==> config.mk <==
export PLATFORM = sky130hd
export DESIGN_NAME = ir_carrier_gen
export DESIGN_NICKNAME = d
export VERILOG_FILES = /design/src/rtl/ir_carrier_gen_pkg.sv /design/src/rtl/ir_shape_decode.sv /design/src/rtl/ir_period_counter.sv /design/src/rtl/ir_shape_stage.sv /design/src/rtl/ir_pin_drive.sv /design/src/rtl/ir_carrier_gen.sv
export SDC_FILE = /design/constraint.sdc
export NUM_CORES = 1
export LEC_CHECK = 0
export ABC_CLOCK_PERIOD_IN_PS = 1200
export BUFFER_PORTS_ARGS = -buffer_cell sky130_fd_sc_hd__buf_4
export CAP_MARGIN = 30
export CORE_AREA = 3 3 40 42
export CTS_CLUSTER_DIAMETER = 200
export DETAILED_ROUTE_END_ITERATION = 16
export DIE_AREA = 0 0 43 45
export PLACE_DENSITY = 0.46
export SYNTH_ARGS = -nofsm -noshare
export SYNTH_HDL_FRONTEND = slang
export SYNTH_HIERARCHICAL = 1
export SYNTH_SLANG_ARGS = --single-unit
==> constraint.sdc <==
create_clock -name clk -period 1.2 [get_ports clk]
set_input_delay 0.18 -clock clk [delete_from_list [all_inputs] [get_ports clk]]
set_output_delay 0.18 -clock clk [all_outputs]
set_load 0.02 [all_outputs]
==> src/rtl/ir_carrier_gen_pkg.sv <==
package ir_carrier_gen_pkg;

  typedef enum logic [1:0] {
    SHAPE_THIRD = 2'b00,
    SHAPE_QUART = 2'b01,
    SHAPE_HALF  = 2'b10,
    SHAPE_PLAIN = 2'b11
  } shape_e;

  function automatic int unsigned max3(int unsigned a, int unsigned b, int unsigned c);
    int unsigned m;
    m = (a > b) ? a : b;
    return (m > c) ? m : c;
  endfunction

endpackage

==> src/rtl/ir_shape_decode.sv <==
module ir_shape_decode
  import ir_carrier_gen_pkg::*;
#(
  parameter int unsigned CNT_W    = 4,
  parameter int unsigned PER_THIRD = 12,
  parameter int unsigned HI_THIRD  = 4,
  parameter int unsigned PER_QUART = 12,
  parameter int unsigned HI_QUART  = 3,
  parameter int unsigned PER_HALF  = 8,
  parameter int unsigned HI_HALF   = 4
) (
  input  shape_e             shape,
  input  logic [CNT_W-1:0]   cnt,
  output logic               period_last,
  output logic               high_phase
);
  localparam logic [CNT_W-1:0] LAST_THIRD = CNT_W'(PER_THIRD - 1);
  localparam logic [CNT_W-1:0] LAST_QUART = CNT_W'(PER_QUART - 1);
  localparam logic [CNT_W-1:0] LAST_HALF  = CNT_W'(PER_HALF - 1);
  localparam logic [CNT_W-1:0] TOP_THIRD  = CNT_W'(HI_THIRD);
  localparam logic [CNT_W-1:0] TOP_QUART  = CNT_W'(HI_QUART);
  localparam logic [CNT_W-1:0] TOP_HALF   = CNT_W'(HI_HALF);

  // Plain mode counts as a permanent boundary: the shape may change any clock.
  always_comb begin
    unique case (shape)
      SHAPE_THIRD: begin
        period_last = (cnt == LAST_THIRD);
        high_phase  = (cnt < TOP_THIRD);
      end
      SHAPE_QUART: begin
        period_last = (cnt == LAST_QUART);
        high_phase  = (cnt < TOP_QUART);
      end
      SHAPE_HALF: begin
        period_last = (cnt == LAST_HALF);
        high_phase  = (cnt < TOP_HALF);
      end
      default: begin
        period_last = 1'b1;
        high_phase  = 1'b0;
      end
    endcase
  end
endmodule

==> src/rtl/ir_period_counter.sv <==
module ir_period_counter #(
  parameter int unsigned CNT_W = 4
) (
  input  logic             clk,
  input  logic             rst,
  input  logic             restart,
  output logic [CNT_W-1:0] cnt
);
  always_ff @(posedge clk) begin
    if (rst || restart) cnt <= '0;
    else                cnt <= cnt + 1'b1;
  end
endmodule

==> src/rtl/ir_shape_stage.sv <==
module ir_shape_stage
  import ir_carrier_gen_pkg::*;
(
  input  logic       clk,
  input  logic       rst,
  input  logic       load,
  input  logic [1:0] shape_req,
  output shape_e     shape
);
  always_ff @(posedge clk) begin
    if (rst)       shape <= SHAPE_THIRD;
    else if (load) shape <= shape_e'(shape_req);
  end
endmodule

==> src/rtl/ir_pin_drive.sv <==
module ir_pin_drive
  import ir_carrier_gen_pkg::*;
(
  input  logic   clk,
  input  logic   rst,
  input  shape_e shape,
  input  logic   gate,
  input  logic   high_phase,
  input  logic   data_bit,
  output logic   pin
);
  always_ff @(posedge clk) begin
    if (rst)                      pin <= 1'b0;
    else if (shape == SHAPE_PLAIN) pin <= data_bit;
    else                          pin <= gate & high_phase;
  end
endmodule

==> src/rtl/ir_carrier_gen.sv <==
module ir_carrier_gen
  import ir_carrier_gen_pkg::*;
#(
  parameter int unsigned PER_THIRD = 12,
  parameter int unsigned HI_THIRD  = 4,
  parameter int unsigned PER_QUART = 12,
  parameter int unsigned HI_QUART  = 3,
  parameter int unsigned PER_HALF  = 8,
  parameter int unsigned HI_HALF   = 4
) (
  input  logic       clk,
  input  logic       rst,
  input  logic [1:0] shape_sel,
  input  logic       carrier_en,
  input  logic       latch_d,
  output logic       pin_out
);
  localparam int unsigned MAX_PER = max3(PER_THIRD, PER_QUART, PER_HALF);
  localparam int unsigned CNT_W   = (MAX_PER > 2) ? $clog2(MAX_PER) : 1;

  logic [CNT_W-1:0] cnt;
  shape_e           act_shape;
  logic             period_last;
  logic             high_phase;
  logic             boundary;

  // Gate low holds the counter at zero, so reopening starts a full period.
  assign boundary = !carrier_en || period_last;

  ir_shape_decode #(
    .CNT_W(CNT_W),
    .PER_THIRD(PER_THIRD), .HI_THIRD(HI_THIRD),
    .PER_QUART(PER_QUART), .HI_QUART(HI_QUART),
    .PER_HALF(PER_HALF),   .HI_HALF(HI_HALF)
  ) u_decode (
    .shape(act_shape), .cnt(cnt),
    .period_last(period_last), .high_phase(high_phase)
  );

  ir_period_counter #(.CNT_W(CNT_W)) u_counter (
    .clk(clk), .rst(rst), .restart(boundary), .cnt(cnt)
  );

  ir_shape_stage u_shape (
    .clk(clk), .rst(rst), .load(boundary),
    .shape_req(shape_sel), .shape(act_shape)
  );

  ir_pin_drive u_pin (
    .clk(clk), .rst(rst), .shape(act_shape), .gate(carrier_en),
    .high_phase(high_phase), .data_bit(latch_d), .pin(pin_out)
  );
endmodule

==> summary.txt, run 1 <==
Outcome
  – Status: complete, but fails checks
  – Failing checks: negative setup slack

Worst setup path
  – Crit Path Max Fanout: 5
  – Crit path required time: approximately 1.4 ns
  – CP max stage cell: dfxtp_2
  – R2R Path End: u_counter/cnt[3]$_SDFF_PP0_
  – Crit. End Element: flip-flop
  – R2r setup slk: -0.07 ns
  – Type of origin of the critical path: flip-flop
  – Worst r2r path cells: 6
  – Critical R2R Launch: u_counter/cnt[3]$_SDFF_PP0_
  – Crit path depth: 6
  – Crit-path max cell delay: 0.32 ns
  – Top Family by Delay on Critical Path: simple AND/OR/NAND/NOR gates
  – Crit path cell chain: and4b_1 > o21ai_1 > nand2_1 > nand2b_4 > nor3_2 > mux2_4
  – Buf+Inv Stages, Crit Path: 0
  – Crit path kind: flip-flop to flip-flop
  – Critical Path End: u_counter/cnt[3]$_SDFF_PP0_
  – Worst setup path start: u_counter/cnt[3]$_SDFF_PP0_
  – Worst endpoint data arrival time: around 1.4 ns

Detailed routing
  – Routed via count: roughly 310
  – Remaining DRCs: 0
  – Iteration-0 DRC Markers: 4
  – Routed vias/inst: around 4.7
  – Final WL: 777 um
  – Routed Antenna Nets: 0
  – Routed len/inst: around 12 um
  – Detailed Routing Iterations Pass 1: 4

CTS
  – Worst skew pair latency: 0.26 ns
  – CTS buffer count: 3
  – CTS root buffer: clkbuf_4
  – Clock net sink count: 7
  – Clock Path Buffers: 2
  – TritonCTS clock tree: yes
  – Clk slew on worst S/H paths: about 0.060 ns
  – H-tree lvl count: 1

Cells and area
  – Fill cell count: 127
  – Non-Filler Instances: 66
  – Final net count: 59
  – Layout area overhead: 65.6%
  – Design Area, Final: between 500 and 600 um^2
  – Reg area: about 150 um^2
  – Layout cells sized above 1: just over 60%
  – Multi-input logic area: between 200 and 250 um^2
  – Diodes inserted: 0

Synth
  – Post-Syn Instances: 32
  – Post-Syn Area: about 310 um^2
  – Synth async-reset ratio: 0%
  – Post-synth top cells: 7 x dfxtp_1, 3 x nand3_1, 3 x nor2_1, 3 x nor3_1
  – Synth Area in Adders: approximately 4%
  – Synth Area per Inst: between 9 and 10 um^2
  – Compound-Gate Fraction of Synth Area: around a tenth
  – Synth top area share: 44.8%
  – Largest family of logic cells by synthesized area: simple AND/OR/NAND/NOR gates
  – Simple-gate share of the synthesized area: 27.6%
  – Ys flop type: dfxtp_1
  – Most common cell in the netlist: dfxtp_1
  – Synthesized-area fraction occupied by xor and xnor cells: around 2.8%
  – Yosys warns: 6
  – Sequential-to-total area share from yosys stat: about 45%
  – EDFF count, synth: 0
  – Post-synthesis mux area share: around 11%
  – Area contributors post-synth: dfxtp_1 45%, mux2i_1 6.4%, nand3_1 4.8%
  – Post-synth top area cell: dfxtp_1
  – Synth Register Bits: 7
  – Netlist cell types: 17
  – Syn nets: 39

Die
  – Starting Density: roughly a quarter
  – Die area: between 0.0015 and 0.002 mm^2
  – Die W: ~43 um
  – CORE AREA: between 0.001 and 0.0015 mm^2
  – Ports: 7
  – Die height: between 40 and 50 um
  – # rows: 13

Global route
  – Largest net degree at the start of global routing: 9
  – Vias in the first global route: approximately 300
  – Initial antenna violation count: 0
  – First-pass GRT wire length: between 1 and 1.5 mm
  – Grt ovf: 0
  – GRT Total Usage: 9.08%

Pwr
  – Design Power: roughly 550 uW
  – PD cells: 1060 mW/mm^2
  – VDD IR-drop max: 0.576 mV
  – Static Leak: ~0.00024 uW

STA
  – RSZ-0062 raised after global routing: yes
  – Worst Skew: 0.00838 ns
  – Max Slew Vio Count: 0
  – Fmax: ~790 MHz
  – Period utilization: 106%
  – Setup WS post-layout: -0.0707 ns
  – Hold Worst Slack: 0.159 ns
  – Minimum clock period: between 1 and 1.5 ns
  – Final Hold Viols: 0
  – Max_slew headroom: around 90%
  – Final count of negative-setup-slack endpoints: 3
  – Worst-margin pin slew: about 0.19 ns

Placement
  – DP HPWL: ~560 um
  – Area post-placement: between 400 and 500 um^2
  – Inst Count DP: 61
  – GP Congestion: roughly 0.78
  – Place WS: -0.0576 ns
  – Buffers on Ports: 6

Flow run
  – Max-cap viol count: 0

Min path
  – Hold path cells: 3
  – Hold_sp: shape_sel[0]
  – Min-delay worst type: input pin to flip-flop
==> report_power, final <==
part	internal (uW)	switching, uW	total, uW
registers	241	6.34	247
logic	44.7	36.9	81.6
clock network	127	94.2	222
total	413	137	551
==> logic make-up after synthesis <==
logic type | Yosys count
simple gates | 16
flops | 7
compound gates | 4
mux | 3
xor+xnor | 1
fa+ha+maj | 1
==> final cells by class <==
| cell class | count | share of cell area (%) |
|---|---|---|
| multi-input cells | 25 | 40.3 |
| well taps | 15 | 3.62 |
| repair buffers | 15 | 22.5 |
| flip-flops and latches | 7 | 28.5 |
| clock buffers | 4 | 5.07 |
==> through the flow <==
stage	util, %	TNS (ns)
floorplan	-	-0.0282
global placement	35.3	-0.119
detailed placement	35.3	-0.183
CTS	39.0	-0.126
global route	40.3	-0.565
finish	40.3	-0.103
==> worst min path at each step <==
stage,endpoint
after floorplan,u_counter/cnt[0]$_SDFF_PP0_
after global placement,u_counter/cnt[0]$_SDFF_PP0_
after detailed placement,u_counter/cnt[0]$_SDFF_PP0_
after CTS,u_shape/shape[0]$_SDFFE_PP0P_
after global routing,u_counter/cnt[0]$_SDFF_PP0_
final,u_shape/shape[0]$_SDFFE_PP0P_
==> routing by layer <==
| layer | vias up | GRT usage (%) | share of wire, % |
|---|---|---|---|
| met5 | - | 0 | 0 |
| met3 | 2 | 4.78 | 4.4 |
| li1 | 157 | - | - |
| met2 | 6 | 13.8 | 51 |
| met4 | 0 | 7.23 | 1.9 |
| met1 | 147 | 9.42 | 42 |
==> placed cells by master (no fill, tap or decap), drive strengths merged <==
| cell | n |
|---|---|
| a211oi | 1 |
| nand2 | 2 |
| mux2i | 2 |
| nor3b | 2 |
| nand2b | 1 |
| a21o | 1 |
| buf | 15 |
| a21oi | 1 |
| o21ai | 1 |
| xnor2 | 1 |
| and4b | 1 |
| clkbuf | 4 |
| nand3 | 3 |
| nand4 | 1 |
| mux2 | 1 |
| ha | 1 |
| nor2 | 3 |
| dfxtp | 7 |
| nor3 | 3 |
==> tightest hold or removal path: stages <==
cell and delay, ns:
buf_4 0.08, mux2i_1 0.05, nor2_1 0.07
==> registers in the layout, indices dropped and copies added (netlist names) <==
| name | count |
|---|---|
| u_pin/pin | 1 |
| u_shape/shape | 2 |
| u_counter/cnt | 4 |
==> what timing repair did <==
action / CTS / global route
hold buffers: 0 / 0
endpoints found under the setup margin: 5 / 7
buffers inserted: 0 / 1
gates resized for setup: 5 / 2
pin swaps: 1 / 8
Power figures use the tool's default switching activity.
==> run 2, diff against run 1 <==
--- a/config.mk
+++ b/config.mk
@@ -5,14 +5,15 @@
 export SDC_FILE = /design/constraint.sdc
 export NUM_CORES = 1
 export LEC_CHECK = 0
+export ABC_AREA = 1
 export ABC_CLOCK_PERIOD_IN_PS = 1200
-export BUFFER_PORTS_ARGS = -buffer_cell sky130_fd_sc_hd__buf_4
+export BUFFER_PORTS_ARGS = -buffer_cell sky130_fd_sc_hd__clkbuf_2
 export CAP_MARGIN = 30
 export CORE_AREA = 3 3 40 42
 export CTS_CLUSTER_DIAMETER = 200
 export DETAILED_ROUTE_END_ITERATION = 16
 export DIE_AREA = 0 0 43 45
-export PLACE_DENSITY = 0.46
+export PLACE_DENSITY = 0.48
 export SYNTH_ARGS = -nofsm -noshare
 export SYNTH_HDL_FRONTEND = slang
 export SYNTH_HIERARCHICAL = 1
==> summary.txt, run 2 <==
Flow run
  – Max-cap viol count: 0 (unchanged)

Cells and area
  – Commonest non-fill, non-tap cell in the layout: nand2_1
  – Max reg flops: 4 (unchanged)
  – Layout cells sized above 1: 33.8% (-27 points)
  – Top Registers: u_counter/cnt: 4 flops, u_shape/shape: 2 flops, u_pin/pin: 1 flops
  – Register ranked first by flip-flop count: u_counter/cnt
  – Non-Filler Instances: 83 (+26%)
  – Fill cell count: 151 (+19%)
  – Final net count: 76 (+29%)
  – Diodes inserted: 0 (unchanged)
  – Final core utilization: 35.5% (-4.8 points)
  – Most frequent cells in the layout: 15 x nand2_1, 14 x nor2_1, 10 x inv_1
  – Layout area overhead: 33.2%

CTS
  – Hold_buf cts: 0 (unchanged)
  – Clock Path Buffers: 2 (unchanged)
  – H-tree lvl count: 1 (unchanged)
  – Clk slew on worst S/H paths: 0.05 ns (about the same)
  – CTS root buffer: clkbuf_4
  – PostCTS Resize Cnt: 4 (-1)
  – TritonCTS clock tree: yes
  – Clock net sink count: 7 (unchanged)
  – CTS buffer count: 3 (unchanged)
  – Worst skew pair latency: 0.25 ns (about the same)
  – Post-CTS setup buffers: 0 (unchanged)

Global route
  – First-pass GRT wire length: 993 um (-18%)
  – Grt ovf: 0 (unchanged)
  – Vias in the first global route: 275 (-9.2%)
  – Met3 Usage GRT: 0% (-4.8 points)
  – Most Crowded Layer GR: met2
  – GRT Total Usage: 6.83% (-2.3 points)
  – Largest net degree at the start of global routing: 6 (-3)
  – Initial antenna violation count: 0 (unchanged)
  – Met1 Use GR: 8.19% (-1.2 points)
  – Grt met2 use: 10.8% (-3.0 points)

Synth
  – Synth async-reset ratio: 0% (unchanged)
  – Sequential-to-total area share from yosys stat: 40.9% (-3.9 points)
  – Ys flop type: dfxtp_1
  – Synth Area per Inst: 6.23 um^2 (-36%)
  – Yosys warns: 6 (unchanged)
  – Most common cell in the netlist: nand2_1
  – EDFF count, synth: 0 (unchanged)
  – Netlist cell types: 9 (-8)
  – Post-synth top area cell: dfxtp_1
  – Post-Syn Area: 343 um^2 (+9.6%)
  – Post-Syn Instances: 55 (+72%)
  – Synth Register Bits: 7 (unchanged)
  – Syn nets: 62 (+59%)
  – Synth top area share: 40.9% (-3.9 points)
  – Post-synth top cells: 17 x nand2_1, 15 x nor2_1, 11 x inv_1
  – Area contributors post-synth: dfxtp_1 41%, nand2_1 19%, nor2_1 16%

STA
  – Worst Skew: 0.000125 ns (-0.00825 ns)
  – Worst-margin pin slew: 0.135 ns (-0.0506 ns)
  – Fmax: 893 MHz (+13%)
  – Final Hold Viols: 0 (unchanged)
  – Max_slew headroom: 91.0% (+3.4 points)
  – Period utilization: 93.4% (-13 points)
  – RSZ-0062 raised after global routing: yes
  – Max Slew Vio Count: 0 (unchanged)
  – Minimum clock period: 1.12 ns (-0.150 ns)
  – Final count of negative-setup-slack endpoints: 0 (-3)

Worst setup path
  – Crit Path Max Fanout: 5 (unchanged)
  – Crit. End Element: flip-flop
  – R2R Path End: u_shape/shape[0]$_SDFFE_PP0P_
  – Critical R2R Launch: u_shape/shape[1]$_SDFFE_PP0P_
  – Crit path required time: 1.34 ns (about the same)
  – Crit path kind: flip-flop to flip-flop
  – R2r setup slk: 0.08 ns (+0.15 ns)
  – Worst endpoint data arrival time: 1.26 ns (-0.16 ns)
  – Worst r2r path cells: 11 (+5)
  – Type of origin of the critical path: flip-flop

Outcome
  – Status: complete, no violations

Detailed routing
  – Final WL: 601 um (-23%)
  – Routed vias/inst: 3.71 (-22%)
  – Routed len/inst: 7.24 um (-38%)
  – Detailed Routing Iterations Pass 1: 4 (unchanged)
  – Iteration-0 DRC Markers: 4 (unchanged)
  – Routed Antenna Nets: 0 (unchanged)
  – Remaining DRCs: 0 (unchanged)
  – Routed via count: 308 (-1.3%)

Min path
  – WHS Endpoint: u_pin/pin$_SDFF_PP0_
  – Hold path cells: 3 (unchanged)
  – Hold_sp: latch_d
  – Min-delay worst type: input pin to flip-flop

Placement
  – Buffers on Ports: 6 (unchanged)
  – DP HPWL: 485 um (-13%)
  – GP Congestion: 0.720 (-7.2%)
  – Inst Count DP: 79 (+30%)

Die
  – Die height: 45 um (unchanged)
  – Die area: 0.00194 mm^2 (unchanged)
  – Ports: 7 (unchanged)
  – CORE AREA: 0.00128 mm^2 (unchanged)
  – # rows: 13 (unchanged)
  – Die W: 43 um (unchanged)
  – Starting Density: 26.7% (+2.3 points)

Pwr
  – PD cells: 1150 mW/mm^2 (+7.8%)
  – Static Leak: 0.000258 uW (+9.1%)
  – VDD IR-drop max: 0.332 mV (-42%)
==> run 2: changes by cell type in the layout (fill, tap and decap cells not counted), sizes merged, moves of 2 or more <==
cell	delta
nor3	-3
clkbuf	+6
nor2	+13
inv	+11
nand3	-2
mux2i	-2
nand2	+15
nor3b	-2
buf	-12
==> run 2: worst max path at each step <==
| stage | slack [ns] | end | startpoint |
|---|---|---|---|
| 3_3_place_gp | -0.02 | u_counter/cnt[2]$_SDFF_PP0_ | u_shape/shape[1]$_SDFFE_PP0P_ |
| 3_5_place_dp | -0.04 | u_counter/cnt[1]$_SDFF_PP0_ | u_shape/shape[1]$_SDFFE_PP0P_ |
| 2_1_floorplan | 0.12 | u_counter/cnt[2]$_SDFF_PP0_ | u_counter/cnt[2]$_SDFF_PP0_ |
| 6_report | 0.08 | u_shape/shape[0]$_SDFFE_PP0P_ | u_shape/shape[1]$_SDFFE_PP0P_ |
| 5_1_grt | -0.05 | u_shape/shape[1]$_SDFFE_PP0P_ | u_shape/shape[1]$_SDFFE_PP0P_ |
| 4_1_cts | 0.004 | u_shape/shape[1]$_SDFFE_PP0P_ | u_counter/cnt[1]$_SDFF_PP0_ |
==> run 2: kinds of logic after synthesis <==
logic type                 count (synthesis)  synth area share [%]
DFF                                        7                  40.9
AOI/OAI and AO/OA                          1                  2.56
adders and majority gates                  1                  3.65
xor gates and xnor gates                   1                  2.56
buffers and inverters                     11                  12.0
and+or+nand+nor                           34                  38.3
==> run 2: worst max-delay path, cell delays in order, from the launching register on <==
cell and delay (ns):
dfxtp_4 0.36, nand2_2 0.05, inv_1 0.03, nor2_1 0.08, nand2_1 0.05, nand2_1 0.06
inv_1 0.05, nand2_2 0.09, buf_4 0.12, nand2_1 0.04, nand2_1 0.05, nor2_1 0.04
==> run 2: final cells by class <==
| class | count | area (um^2) | area share, % |
|---|---|---|---|
| multi-input combinational | 37 | 169 | 37.0 |
| sequential | 7 | 149 | 32.6 |
| timing repair buffer | 9 | 52.6 | 11.5 |
| inverter | 11 | 41.3 | 9.04 |
| clock buffer | 4 | 26.3 | 5.75 |
| tap | 15 | 18.8 | 4.11 |
==> run 2: metal layers <==
metal / vias to the layer above / wire length, um / part of all wire [%]
met2: 0 / 313 / 52
met1: 123 / 288 / 48
met3: 0 / 0 / 0
met5: - / 0 / 0
li1: 185 / - / -
met4: 0 / 0 / 0
==> run 2: power by group <==
part	internal (uW)	leakage, uW	switching (uW)
Clock	127	0.0000150	87.0
Combinational	26.2	0.000183	28.8
Sequential	244	0.0000599	10.4
Total	397	0.000258	126
==> run 2: stage by stage <==
| stage | cell area (um^2) | hold WS [ns] | worst slack, ns | power [uW] | setup TNS [ns] |
|---|---|---|---|---|---|
| 2_1_floorplan | 343 | 0.315 | 0.117 | 288 | 0 |
| 3_3_place_gp | 414 | 0.409 | -0.0184 | 312 | -0.0238 |
| 3_5_place_dp | 414 | 0.419 | -0.0365 | 312 | -0.0483 |
| 4_1_cts | 447 | 0.162 | 0.00351 | 532 | 0 |
| 5_1_grt | 457 | 0.176 | -0.0472 | 562 | -0.188 |
| 6_report | 457 | 0.167 | 0.0797 | 523 | 0 |
==> run 3, diff against run 2 <==
--- a/config.mk
+++ b/config.mk
@@ -6,14 +6,14 @@
 export NUM_CORES = 1
 export LEC_CHECK = 0
 export ABC_AREA = 1
-export ABC_CLOCK_PERIOD_IN_PS = 1200
+export ABC_CLOCK_PERIOD_IN_PS = 1400
 export BUFFER_PORTS_ARGS = -buffer_cell sky130_fd_sc_hd__clkbuf_2
 export CAP_MARGIN = 30
 export CORE_AREA = 3 3 40 42
 export CTS_CLUSTER_DIAMETER = 200
 export DETAILED_ROUTE_END_ITERATION = 16
 export DIE_AREA = 0 0 43 45
-export PLACE_DENSITY = 0.48
+export PLACE_DENSITY = 0.44
 export SYNTH_ARGS = -nofsm -noshare
 export SYNTH_HDL_FRONTEND = slang
 export SYNTH_HIERARCHICAL = 1
==> constraint.sdc (replaced) <==
create_clock -name clk -period 1.4 [get_ports clk]
set_input_delay 0.21 -clock clk [delete_from_list [all_inputs] [get_ports clk]]
set_output_delay 0.21 -clock clk [all_outputs]
set_load 0.02 [all_outputs]
==> summary.txt, run 3 (synthesized netlist as in run 2, its figures left out) <==
Outcome
  – Status: complete, no violations

Detailed routing
  – Routed vias/inst: 3.68 (-0.97%)
  – Final WL: 563 um (-6.3%)
  – Routed Antenna Nets: 0 (unchanged)
  – Routed len/inst: 7.04 um (-2.8%)
  – Routed via count: 294 (-4.5%)
  – Detailed Routing Iterations Pass 1: 2 (-2)
  – Remaining DRCs: 0 (unchanged)
  – Iteration-0 DRC Markers: 3 (-1)

CTS
  – Worst skew pair latency: 0.24 ns (about the same)
  – Clock Path Buffers: 2 (unchanged)
  – CTS buffer count: 3 (unchanged)
  – CTS root buffer: clkbuf_4
  – Clock net sink count: 7 (unchanged)
  – Post-CTS setup buffers: 0 (unchanged)
  – H-tree lvl count: 1 (unchanged)
  – TritonCTS clock tree: yes
  – Clk slew on worst S/H paths: 0.05 ns (about the same)

Cells and area
  – Final net count: 73 (-3.9%)
  – Layout cells sized above 1: 20.0% (-14 points)
  – Reg area: 141 um^2 (-5.0%)
  – Layout area overhead: 23.0%
  – Register ranked first by flip-flop count: u_counter/cnt
  – Max reg flops: 4 (unchanged)
  – Top Registers: u_counter/cnt: 4 flops, u_shape/shape: 2 flops, u_pin/pin: 1 flops
  – Most frequent cells in the layout: 17 x nand2_1, 14 x nor2_1, 11 x inv_1
  – Fill cell count: 154 (+2.0%)
  – Multi-input logic area: 164 um^2 (-3.0%)
  – Diodes inserted: 0 (unchanged)
  – Non-Filler Instances: 80 (-3.6%)
  – Commonest non-fill, non-tap cell in the layout: nand2_1
  – Final core utilization: 32.8% (-2.7 points)

Global route
  – Largest net degree at the start of global routing: 6 (unchanged)
  – First-pass GRT wire length: 1.03 mm (+3.5%)
  – GRT Total Usage: 7.35% (+0.52 points)
  – Initial antenna violation count: 0 (unchanged)
  – Vias in the first global route: 254 (-7.6%)
  – Grt ovf: 0 (unchanged)

STA
  – Period utilization: 83.2% (-10 points)
  – Final count of negative-setup-slack endpoints: 0 (unchanged)
  – RSZ-0062 raised after global routing: no
  – Worst-margin pin slew: 0.176 ns (+0.0406 ns)
  – Minimum clock period: 1.16 ns (+0.0439 ns)
  – Max Slew Vio Count: 0 (unchanged)
  – Hold Worst Slack: 0.185 ns (+0.0180 ns)
  – Final Hold Viols: 0 (unchanged)
  – Fmax: 859 MHz (-3.8%)
  – Setup TNS Final: 0 ns (unchanged)
  – Worst Skew: 0.000178 ns (+0.0000528 ns)
  – Max_slew headroom: 88.2% (-2.7 points)

Worst setup path
  – Crit path required time: 1.58 ns (+0.24 ns)
  – Type of origin of the critical path: flip-flop
  – Worst setup path start: u_shape/shape[1]$_SDFFE_PP0P_
  – Crit path kind: flip-flop to flip-flop
  – Critical R2R Launch: u_shape/shape[1]$_SDFFE_PP0P_
  – CP most frequent cell: nand2_1
  – Crit. End Element: flip-flop
  – CP max stage cell: dfxtp_1
  – Crit-path max cell delay: 0.39 ns (+0.03 ns)
  – Crit path cell chain: nand2_1 > inv_1 > nor2_1 > nand2_1 > nand2_1 > inv_1 > nand2_1 > nor2_2 > inv_1 > nor2_1
  – Buf+Inv Stages, Crit Path: 3 (unchanged)
  – Worst endpoint data arrival time: 1.34 ns (+0.08 ns)
  – Crit Path Max Fanout: 5 (unchanged)
  – Top Family by Delay on Critical Path: simple AND/OR/NAND/NOR gates

Placement
  – Buffers on Ports: 6 (unchanged)
  – Inst Count DP: 76 (-3.8%)
  – GP Congestion: 0.717 (-0.39%)
  – DP HPWL: 459 um (-5.3%)

Pwr
  – VDD IR-drop max: 0.423 mV (+27%)
  – Design Power: 437 uW (-16%)
  – Static Leak: 0.000240 uW (-7.0%)
  – PD cells: 1040 mW/mm^2 (-9.5%)

Min path
  – Min-delay worst type: input pin to flip-flop
  – Hold_sp: latch_d

Die
  – Die W: 43 um (unchanged)
  – Die height: 45 um (unchanged)
  – Die area: 0.00194 mm^2 (unchanged)
  – CORE AREA: 0.00128 mm^2 (unchanged)
  – Ports: 7 (unchanged)
  – # rows: 13 (unchanged)
  – Starting Density: 26.7% (unchanged)

Flow run
  – Max-cap viol count: 0 (unchanged)
-- run 3: cell types whose count changed in the layout (fill, tap and decap cells not counted), sizes merged --
cell,before,now
buf,3,0
-- run 3: timing repair --
item,in CTS,in global routing
setup endpoints to repair,0,3
hold buffers,0,0
resized for setup,0,2
-- run 3: per-layer routing --
metal,global-route usage [%],up-vias,wire length (um)
met1,9.71,113,302
met3,3.59,0,10
met5,0,-,0
met4,5.42,0,0
li1,-,177,-
met2,8.98,4,250
-- run 3: per-stage QoR --
stage,setup WS [ns],instance area (um^2)
floorplan,0.317,343
finish,0.236,422
CTS,0.164,418
detailed placement,0.183,392
global placement,0.168,392
global route,0.0145,422
-- run 3: path summary, 6_finish.rpt --
check	to	slack [ns]	cells after the start
worst max-delay path	u_counter/cnt[2]$_SDFF_PP0_	0.24	10
worst min-delay path	u_pin/pin$_SDFF_PP0_	0.18	3
worst min register to register	u_counter/cnt[0]$_SDFF_PP0_	0.47	1
worst max register to register	u_counter/cnt[2]$_SDFF_PP0_	0.24	10
-- run 3: where the power goes --
part,switching (uW),internal (uW)
combinational,22.6,17.3
sequential,8.69,209
clock,71.2,109
-- run 3: final cells by class --
type | count | share of cell area, %
Tap cell | 15 | 4.45
Sequential cell | 7 | 33.5
Timing Repair Buffer | 6 | 7.12
Inverter | 11 | 9.79
Clock buffer | 4 | 6.23
Multi-Input combinational cell | 37 | 38.9
-- run 3: worst reg2reg max path: stages, from the launching register on --
cell	delay (ns)
dfxtp_1	0.39
nand2_1	0.07
inv_1	0.05
nor2_1	0.03
nand2_1	0.05
nand2_1	0.04
inv_1	0.04
nand2_1	0.11
nor2_2	0.15
inv_1	0.07
nor2_1	0.09
